**src/rtl/sir_codec.sv**
```systemverilog
module sir_codec #(
  parameter int TICKS_PER_BIT  = 16,
  parameter int PULSE_START    = 7,
  parameter int PULSE_TICKS    = 3,
  parameter int LP_PULSE_TICKS = 3,
  parameter int HOLD_TICKS     = 16,
  parameter int SYNC_STAGES    = 2
) (
  input  logic clk,
  input  logic rst_n,
  input  logic uart_en,
  input  logic sir_en,
  input  logic lp_mode,
  input  logic loop_en,
  input  logic test_mode,
  input  logic baud16_tick,
  input  logic lp_tick,
  input  logic txd_in,
  input  logic wired_rxd,
  input  logic ir_rx,
  output logic ir_tx,
  output logic rx_bit,
  output logic wired_txd
);
  localparam int CW  = $clog2(TICKS_PER_BIT);
  localparam int LPW = $clog2(LP_PULSE_TICKS + 1);
  localparam int HW  = $clog2(HOLD_TICKS + 1);
  localparam logic [CW-1:0]  LAST  = CW'(TICKS_PER_BIT - 1);
  localparam logic [CW-1:0]  WIN_LO = CW'(PULSE_START);
  localparam logic [CW-1:0]  WIN_HI = CW'(PULSE_START + PULSE_TICKS - 1);
  localparam logic [CW-1:0]  TRIG  = CW'(PULSE_START - 1);
  localparam logic [LPW-1:0] LP_END = LPW'(LP_PULSE_TICKS - 1);
  localparam logic [HW-1:0]  HOLD  = HW'(HOLD_TICKS);

  logic active, loop_mode;
  assign active    = uart_en & sir_en;
  assign loop_mode = loop_en & test_mode;

  // transmit bit framing
  logic          txd_q, bit_edge;
  logic [CW-1:0] bit_cnt;
  assign bit_edge = txd_in ^ txd_q;

  always_ff @(posedge clk or negedge rst_n) begin
    if (!rst_n) begin
      txd_q   <= 1'b1;
      bit_cnt <= '0;
    end else if (!active) begin
      txd_q   <= txd_in;
      bit_cnt <= '0;
    end else begin
      txd_q <= txd_in;
      if (bit_edge)
        bit_cnt <= '0;
      else if (baud16_tick)
        bit_cnt <= (bit_cnt == LAST) ? '0 : bit_cnt + CW'(1);
    end
  end

  // normal-width pulse
  logic std_on;
  always_ff @(posedge clk or negedge rst_n) begin
    if (!rst_n) std_on <= 1'b0;
    else        std_on <= active && !lp_mode && !txd_in && !bit_edge &&
                          bit_cnt >= WIN_LO && bit_cnt <= WIN_HI;
  end

  // low-power pulse, aligned to the reference tick
  logic           lp_pend, lp_on, lp_trig;
  logic [LPW-1:0] lp_cnt;
  assign lp_trig = active && lp_mode && baud16_tick && !bit_edge &&
                   !txd_in && bit_cnt == TRIG;

  always_ff @(posedge clk or negedge rst_n) begin
    if (!rst_n) begin
      lp_pend <= 1'b0;
      lp_on   <= 1'b0;
      lp_cnt  <= '0;
    end else if (!active) begin
      lp_pend <= 1'b0;
      lp_on   <= 1'b0;
      lp_cnt  <= '0;
    end else begin
      if (lp_trig)
        lp_pend <= 1'b1;
      else if (lp_tick && lp_pend)
        lp_pend <= 1'b0;
      if (lp_tick) begin
        if (lp_on) begin
          if (lp_cnt == LP_END) lp_on <= 1'b0;
          lp_cnt <= lp_cnt + LPW'(1);
        end else if (lp_pend) begin
          lp_on  <= 1'b1;
          lp_cnt <= '0;
        end
      end
    end
  end

  logic pulse_raw;
  assign pulse_raw = lp_mode ? lp_on : std_on;

  always_ff @(posedge clk or negedge rst_n) begin
    if (!rst_n) ir_tx <= 1'b0;
    else        ir_tx <= active && !loop_mode && pulse_raw;
  end

  // receive path
  logic                   dec_src, rx_s, ref_tick;
  logic [SYNC_STAGES-1:0] sync_q;
  assign dec_src  = loop_mode ? pulse_raw : ir_rx;
  assign rx_s     = sync_q[SYNC_STAGES-1];
  assign ref_tick = lp_mode ? lp_tick : baud16_tick;

  always_ff @(posedge clk or negedge rst_n) begin
    if (!rst_n)       sync_q <= '0;
    else if (!active) sync_q <= '0;
    else              sync_q <= {sync_q[SYNC_STAGES-2:0], dec_src};
  end

  logic          seen, taken, accept;
  logic [HW-1:0] hold_cnt;
  assign accept = rx_s && ref_tick && seen && !taken;

  always_ff @(posedge clk or negedge rst_n) begin
    if (!rst_n) begin
      seen     <= 1'b0;
      taken    <= 1'b0;
      hold_cnt <= '0;
    end else if (!active) begin
      seen     <= 1'b0;
      taken    <= 1'b0;
      hold_cnt <= '0;
    end else begin
      if (!rx_s) begin
        seen  <= 1'b0;
        taken <= 1'b0;
      end else if (ref_tick && !taken) begin
        if (seen) taken <= 1'b1;
        else      seen  <= 1'b1;
      end
      if (accept)
        hold_cnt <= HOLD;
      else if (baud16_tick && hold_cnt != '0)
        hold_cnt <= hold_cnt - HW'(1);
    end
  end

  assign rx_bit    = active ? (hold_cnt == '0) : wired_rxd;
  assign wired_txd = active ? 1'b1 : txd_in;
endmodule


```
**config.mk**
```make
export PLATFORM = sky130hd
export DESIGN_NAME = sir_codec
export DESIGN_NICKNAME = d
export VERILOG_FILES = /design/src/rtl/sir_codec.sv
export SDC_FILE = /design/constraint.sdc
export NUM_CORES = 1
export LEC_CHECK = 0
export BUFFER_PORTS_ARGS = -buffer_cell sky130_fd_sc_hd__buf_4
export CORE_MARGIN = 2
export CORE_UTILIZATION = 49
export CTS_CLUSTER_SIZE = 12
export DETAILED_ROUTE_END_ITERATION = 8
export PLACE_DENSITY_LB_ADDON = 0.12
export SLEW_MARGIN = 10
export SYNTH_ARGS = -nofsm -noshare
export SYNTH_HDL_FRONTEND = slang
export SYNTH_SLANG_ARGS = --single-unit
```
**constraint.sdc**
```tcl
create_clock -name clk -period 1.65 [get_ports clk]
set_clock_uncertainty 0.05 [all_clocks]
set_input_delay 0.33 -clock clk [delete_from_list [all_inputs] [get_ports clk]]
set_output_delay 0.33 -clock clk [all_outputs]
set_load 0.05 [all_outputs]
```
==> results of run 1 <==
layout by cell type, fill, tap and decap left out, types with 4 or more instances in the layout:
cell / n
nor2_1: 4
nand3_1: 6
nand2_1: 9
dfrtp_1: 19
buf_4: 19
a21oi_1: 12
ha_1: 5
inv_1: 4
o21ai_0: 4
through the flow:
| stage | power (W) | area, sq um | cells | util |
|---|---|---|---|---|
| 6_report | 0.0008368 | 1277 | 151 | 0.6511 |
| 5_1_grt | 0.0008793 | 1277 | 151 | 0.6511 |
| 4_1_cts | 0.0008483 | 1270 | 151 | 0.6473 |
| 3_5_place_dp | 0.0006053 | 1220 | 146 | 0.6218 |
| 3_3_place_gp | 0.0006038 | 1220 | 146 | 0.6218 |
| 2_1_floorplan | 0.0005528 | 1044 | 101 | - |
registers in the layout, summed over array words and instances (netlist names):
| signal | count |
|---|---|
| bit_cnt | 4 |
| hold_cnt | 5 |
| ir_tx | 1 |
| lp_cnt | 2 |
| lp_on | 1 |
| lp_pend | 1 |
| seen | 1 |
| std_on | 1 |
| sync_q | 2 |
| taken | 1 |
| txd_q | 1 |
report_power, final:
| part | total, W | switching, W | internal (W) |
|---|---|---|---|
| clock network | 0.000237 | 0.000143 | 0.0000943 |
| registers | 0.000498 | 0.00000307 | 0.000495 |
| logic | 0.000102 | 0.0000590 | 0.0000431 |
area by class of cell:
class / count / share of cell area
multi-input cells: 73 / 0.4143
flip-flops and latches: 20 / 0.3928
well taps: 27 / 0.02644
repair buffers: 21 / 0.1283
clock buffers: 4 / 0.02057
inverters: 6 / 0.01763
per-layer routing:
metal	wire length [um]	track usage	up-vias
met1	874	0.2291	392
met2	946	0.3111	10
li1	-	-	409
met5	0	0	-
met3	52	0.03333	7
met4	66	0.1157	0
worst paths after layout:
check	from	endpoint	depth (start not counted)
min	txd_in	txd_q	1
max reg2reg	hold_cnt[1]	hold_cnt[3]	4
max	hold_cnt[1]	rx_bit	5
max in group asynchronous	rst_n	txd_q	2
min reg2reg	sync_q[0]	sync_q[1]	1
min in group asynchronous	rst_n	hold_cnt[3]	2
cells by family after synthesis:
group / Yosys count / share of synthesized area
fa+ha+maj: 6 / 0.07389
buf+inv: 8 / 0.02956
flops: 20 / 0.4939
mux: 3 / 0.03079
xor+xnor: 2 / 0.01724
simple gates: 35 / 0.1983
compound gates: 27 / 0.1564
Yosys cell counts, types with 2 or more instances:
library cell / number / share of area
nand4_1: 2 / 0.012
clkbuf_1: 2 / 0.0074
o21ai_0: 5 / 0.025
nor3b_1: 2 / 0.015
nand2b_1: 3 / 0.018
inv_1: 6 / 0.022
ha_1: 6 / 0.074
nand3b_1: 2 / 0.015
nand3_1: 6 / 0.030
nor2_1: 4 / 0.015
or4b_1: 2 / 0.020
nand2_1: 9 / 0.033
mux2i_1: 2 / 0.020
dfrtp_1: 19 / 0.47
a21oi_1: 15 / 0.074
a311oi_1: 3 / 0.026
timing repair:
item	in CTS	in global routing
cloned	0	0
hold buffers	1	0
gates resized for setup	3	2
pin swaps	1	0
setup endpoints to repair	4	4
endpoints found under the hold margin	19	0
setup buffers	0	0
==> impl_metrics.ini, run 1 <==
[sta]
worst_pin_slew_ns = 0.2807
final-setup-viol-count = 2
hold_viol_final = 0
fin_crit_ns = 2.056
whs_ns = 0.1062
slew_viol_final = 0
finalSetupTns_ns = -0.4760
rsz0062_at_grt = true
worst_slack_ns = -0.4064
fmax_mhz = 486.3
finalCritPeriodShare = 1.246
slew_headroom = 0.8116

[critical_path]
regToRegSetupSlack_ns = -0.07
start_kind = flip-flop
worstSetupPathType = reg2out
critical_path_buf_inv_count = 2
worstPathCellList = inv_2 > ha_4 > or4b_4 > o21ai_4 > buf_6
cp_max_fo = 2
max_stage_delay_ns = 0.47
end_kind = output pin
critPathTopFamily = simple AND/OR/NAND/NOR gates
crit_required_ns = 1.27
arrival_ns = 1.68
worst_path_max_delay_cell = or4b_4

[route]
post_drt_via_cell_ratio = 5.417
vias = 818
drtIter0Drc = 5
routed_wl_mm = 1.939
final_antenna_net_count = 0
first_pass_iters = 3
wl_per_cell_um = 12.84
drc = 0

[job]
drv_cap = 0

[cts]
clockBufferDepth = 2
h-tree-depth = 1
path_clk_slew_ns = 0.11
clock-sinks = 20
cts_tree = built
clock_latency_ns = 0.30
cts-root-buf = clkbuf_4
cts-buffers-inserted = 3

[yosys]
syn_nets = 119
ys_ff_latch = 20
ys.flop_type = dfrtp_1
syn_avg_cell_area_sq_um = 10.06
syn-cell-area_sq_mm = 0.001016
async_flop_share = 1.000
syn_inst = 101
yosysUniqueCellTypes = 29
ys_seq_area_frac = 0.4938
yosysWarnings = 0
synth-edff-count = 0

[power_and_ir_drop]
ir_worst_vdd_v = 0.0005911
leakage_nw = 0.5539
power_density_mw_per_mm2 = 655.1

[floorplan]
dieArea_sq_mm = 0.002454
ioPinCount = 15
dieWidth_um = 49.54
fp.dieH_um = 49.54
rows = 16
start_util = 0.5179
core_area_sq_mm = 0.001962

[final_layout]
syn2layout_area_growth_pct = 25.74
fillers = 182
diodes = 0
seq_area_sq_um = 501.7
multi_input_area_sq_um = 529.3
drive_gt1_frac = 0.2823
nets = 143

[placed_design]
preCtsSetupSlack_ns = -0.1149
port-buffer-count = 14
dpl.hpwl_mm = 1.457
gp_congestion = 0.8026

[global_routing]
grt_max_degree = 21
grtUsageTotal = 0.1890
grt_pass1_vias = 855
overflow = 0
grt_pass1_wl_mm = 3.525
antenna_found_initial = 0

[run_status]
status = finished with violations
violations = negative setup slack

[min_path]
hold_class = in2reg
No activity file was read; power rests on OpenSTA's default activity.
==> run 2, diff against run 1 <==
--- a/config.mk
+++ b/config.mk
@@ -6,7 +6,7 @@
 export NUM_CORES = 1
 export LEC_CHECK = 0
 export BUFFER_PORTS_ARGS = -buffer_cell sky130_fd_sc_hd__buf_4
-export CORE_MARGIN = 2
+export CORE_MARGIN = 3
 export CORE_UTILIZATION = 49
 export CTS_CLUSTER_SIZE = 12
 export DETAILED_ROUTE_END_ITERATION = 8
==> run 2 against run 1 <==
Compared with the run above:
- setup slack lost 0.030 ns
- the flow still finishes with violations (negative setup slack)
- largest power group unchanged
- die area grew 8.2%
- clock power about the same
- core utilization is 6.0 points higher
- count of clock-buffer cells in the layout is the same
- final cell count rose by 1.3%
- via count rose by 4.9%
- total power rose by 0.35%
==> impl_metrics.ini, run 2 (same netlist as run 1, synthesis figures left out) <==
[run_status]
status = finished with violations
violations = negative setup slack

[final_layout]
drive_gt1_frac = 0.3047
diodes = 0
largest_register_ff_count = 5
reg_top3 = hold_cnt x5, bit_cnt x4
nets = 147
seq_area_sq_um = 501.7
multi_input_area_sq_um = 529.3
largest-register = hold_cnt
syn2layout_area_growth_pct = 28.82
layout_commonest_cell = buf_4
fillers = 157
stdcell_count = 153
mostFrequentLayoutCells = buf_4, dfrtp_1, a21oi_1

[sta]
slew_headroom = 0.8273
hold_viol_final = 0
final-setup-viol-count = 4
whs_ns = 0.1142
finalCritPeriodShare = 1.264
worst_pin_slew_ns = 0.2584
rsz0062_at_grt = true
fmax_mhz = 479.4
worst_slack_ns = -0.4361
slew_viol_final = 0
fin_crit_ns = 2.086

[route]
drc = 0
final_antenna_net_count = 0
vias = 858
first_pass_iters = 4
wl_per_cell_um = 14.41
routed_wl_mm = 2.204
drtIter0Drc = 28
post_drt_via_cell_ratio = 5.608

[global_routing]
met1_usage = 0.2262
grt_max_degree = 21
overflow = 0
busiest_layer = met2
antenna_found_initial = 0
grt_pass1_wl_mm = 3.622
grtUsageMet2 = 0.3199
met3_usage = 0.03438
grtUsageTotal = 0.1844
grt_pass1_vias = 833

[power_and_ir_drop]
leakage_nw = 0.5755
sequentialPowerShare = 0.593
pwr-share-clk = 0.281
sw_frac_of_total = 0.2460
switching_power_w = 0.0002066
ir_worst_vdd_v = 0.0004152
p_int_w = 0.0006332
power_density_mw_per_mm2 = 641.6
combPwrFrac = 0.127

[critical_path]
arrival_ns = 1.71
worstPathCellList = inv_2 > ha_4 > or4b_4 > o21ai_4 > buf_6
end_kind = output pin
cp_max_fo = 2
regToRegSetupSlack_ns = -0.13
worstSetupStartpoint = hold_cnt[0]
max_stage_delay_ns = 0.48
crit_required_ns = 1.27
critical_path_buf_inv_count = 2
start_kind = flip-flop
reg2reg_from = hold_cnt[0]
worstSetupPathType = reg2out
worst_path_max_delay_cell = or4b_4
critPathTopFamily = simple AND/OR/NAND/NOR gates

[cts]
cts-root-buf = clkbuf_4
clock_latency_ns = 0.29
path_clk_slew_ns = 0.11
clockBufferDepth = 2
cts-buffers-inserted = 3
h-tree-depth = 1
cts_tree = built
clock-sinks = 20

[job]
drv_cap = 0

[floorplan]
ioPinCount = 15
core_area_sq_mm = 0.001839
dieArea_sq_mm = 0.002656
fp.dieH_um = 51.54
start_util = 0.5524
rows = 15
dieWidth_um = 51.54

[placed_design]
placedCellCount = 146
port-buffer-count = 14
dpl.hpwl_mm = 1.588
gp_congestion = 0.7304

[min_path]
hold_class = in2reg
hp-start = txd_in
[run 2: changes by cell type in the layout (fill, tap and decap cells not counted), sizes merged]
cell	before	now
buf	20	24
[run 2: path summary, 6_finish.rpt]
kind	to	depth (start not counted)
worst max-delay path	rx_bit	5
worst min-delay path	txd_q	1
worst max register to register	hold_cnt[0]	7
worst min register to register	sync_q[1]	1
max in group asynchronous	txd_q	2
min in group asynchronous	seen	2
[run 2: metal layers]
metal | vias up | routed length (um)
li1 | 416 | -
met1 | 427 | 939
met2 | 13 | 1193
met3 | 2 | 54
met4 | 0 | 17
met5 | - | 0
[run 2: power by group through the flow]
| stage | sequential, W | combinational [W] | clock (W) |
|---|---|---|---|
| finish | 0.000498 | 0.000106 | 0.000236 |
| global route | 0.000499 | 0.000115 | 0.000265 |
| CTS | 0.000498 | 0.000106 | 0.000245 |
| detailed placement | 0.000507 | 0.000101 | 0 |
| global placement | 0.000507 | 0.0000986 | 0 |
| floorplan | 0.000507 | 0.0000462 | 0 |
[run 2: area by class of cell]
cell class                 count  share of cell area
multi-input combinational     73              0.4044
sequential                    20              0.3834
timing repair buffer          25              0.1511
tap                           25             0.02390
clock buffer                   4             0.02008
inverter                       6             0.01721
[run 2: repair_timing]
item                                   CTS  global route
hold buffers                             1             0
gates cloned                             0             0
setup buffers                            0             2
gates resized for setup                  2             4
setup endpoints to repair                4             4
pin swaps                                3             1
endpoints found under the hold margin   19             0
[run 2: stage by stage]
step	power [W]	instance area, sq um	setup WS (ns)	utilization	setup TNS [ns]
floorplan	0.0005528	1044	-0.1488	-	-0.1488
global placement	0.0006057	1232	-0.1062	0.6701	-0.1062
detailed placement	0.0006085	1232	-0.1400	0.6701	-0.1643
CTS	0.0008485	1276	-0.4323	0.6939	-0.4702
global route	0.0008784	1309	-0.5071	0.7116	-0.9931
finish	0.0008398	1309	-0.4361	0.7116	-0.7365
[run 2: worst reg2reg max path, delay by kind of cell (launching register included)]
kind            cells  cell delay (ns)
simple gates        1             0.48
fa+ha+maj           1             0.13
flops               1             0.40
compound gates      2             0.30
buf+inv             3             0.36
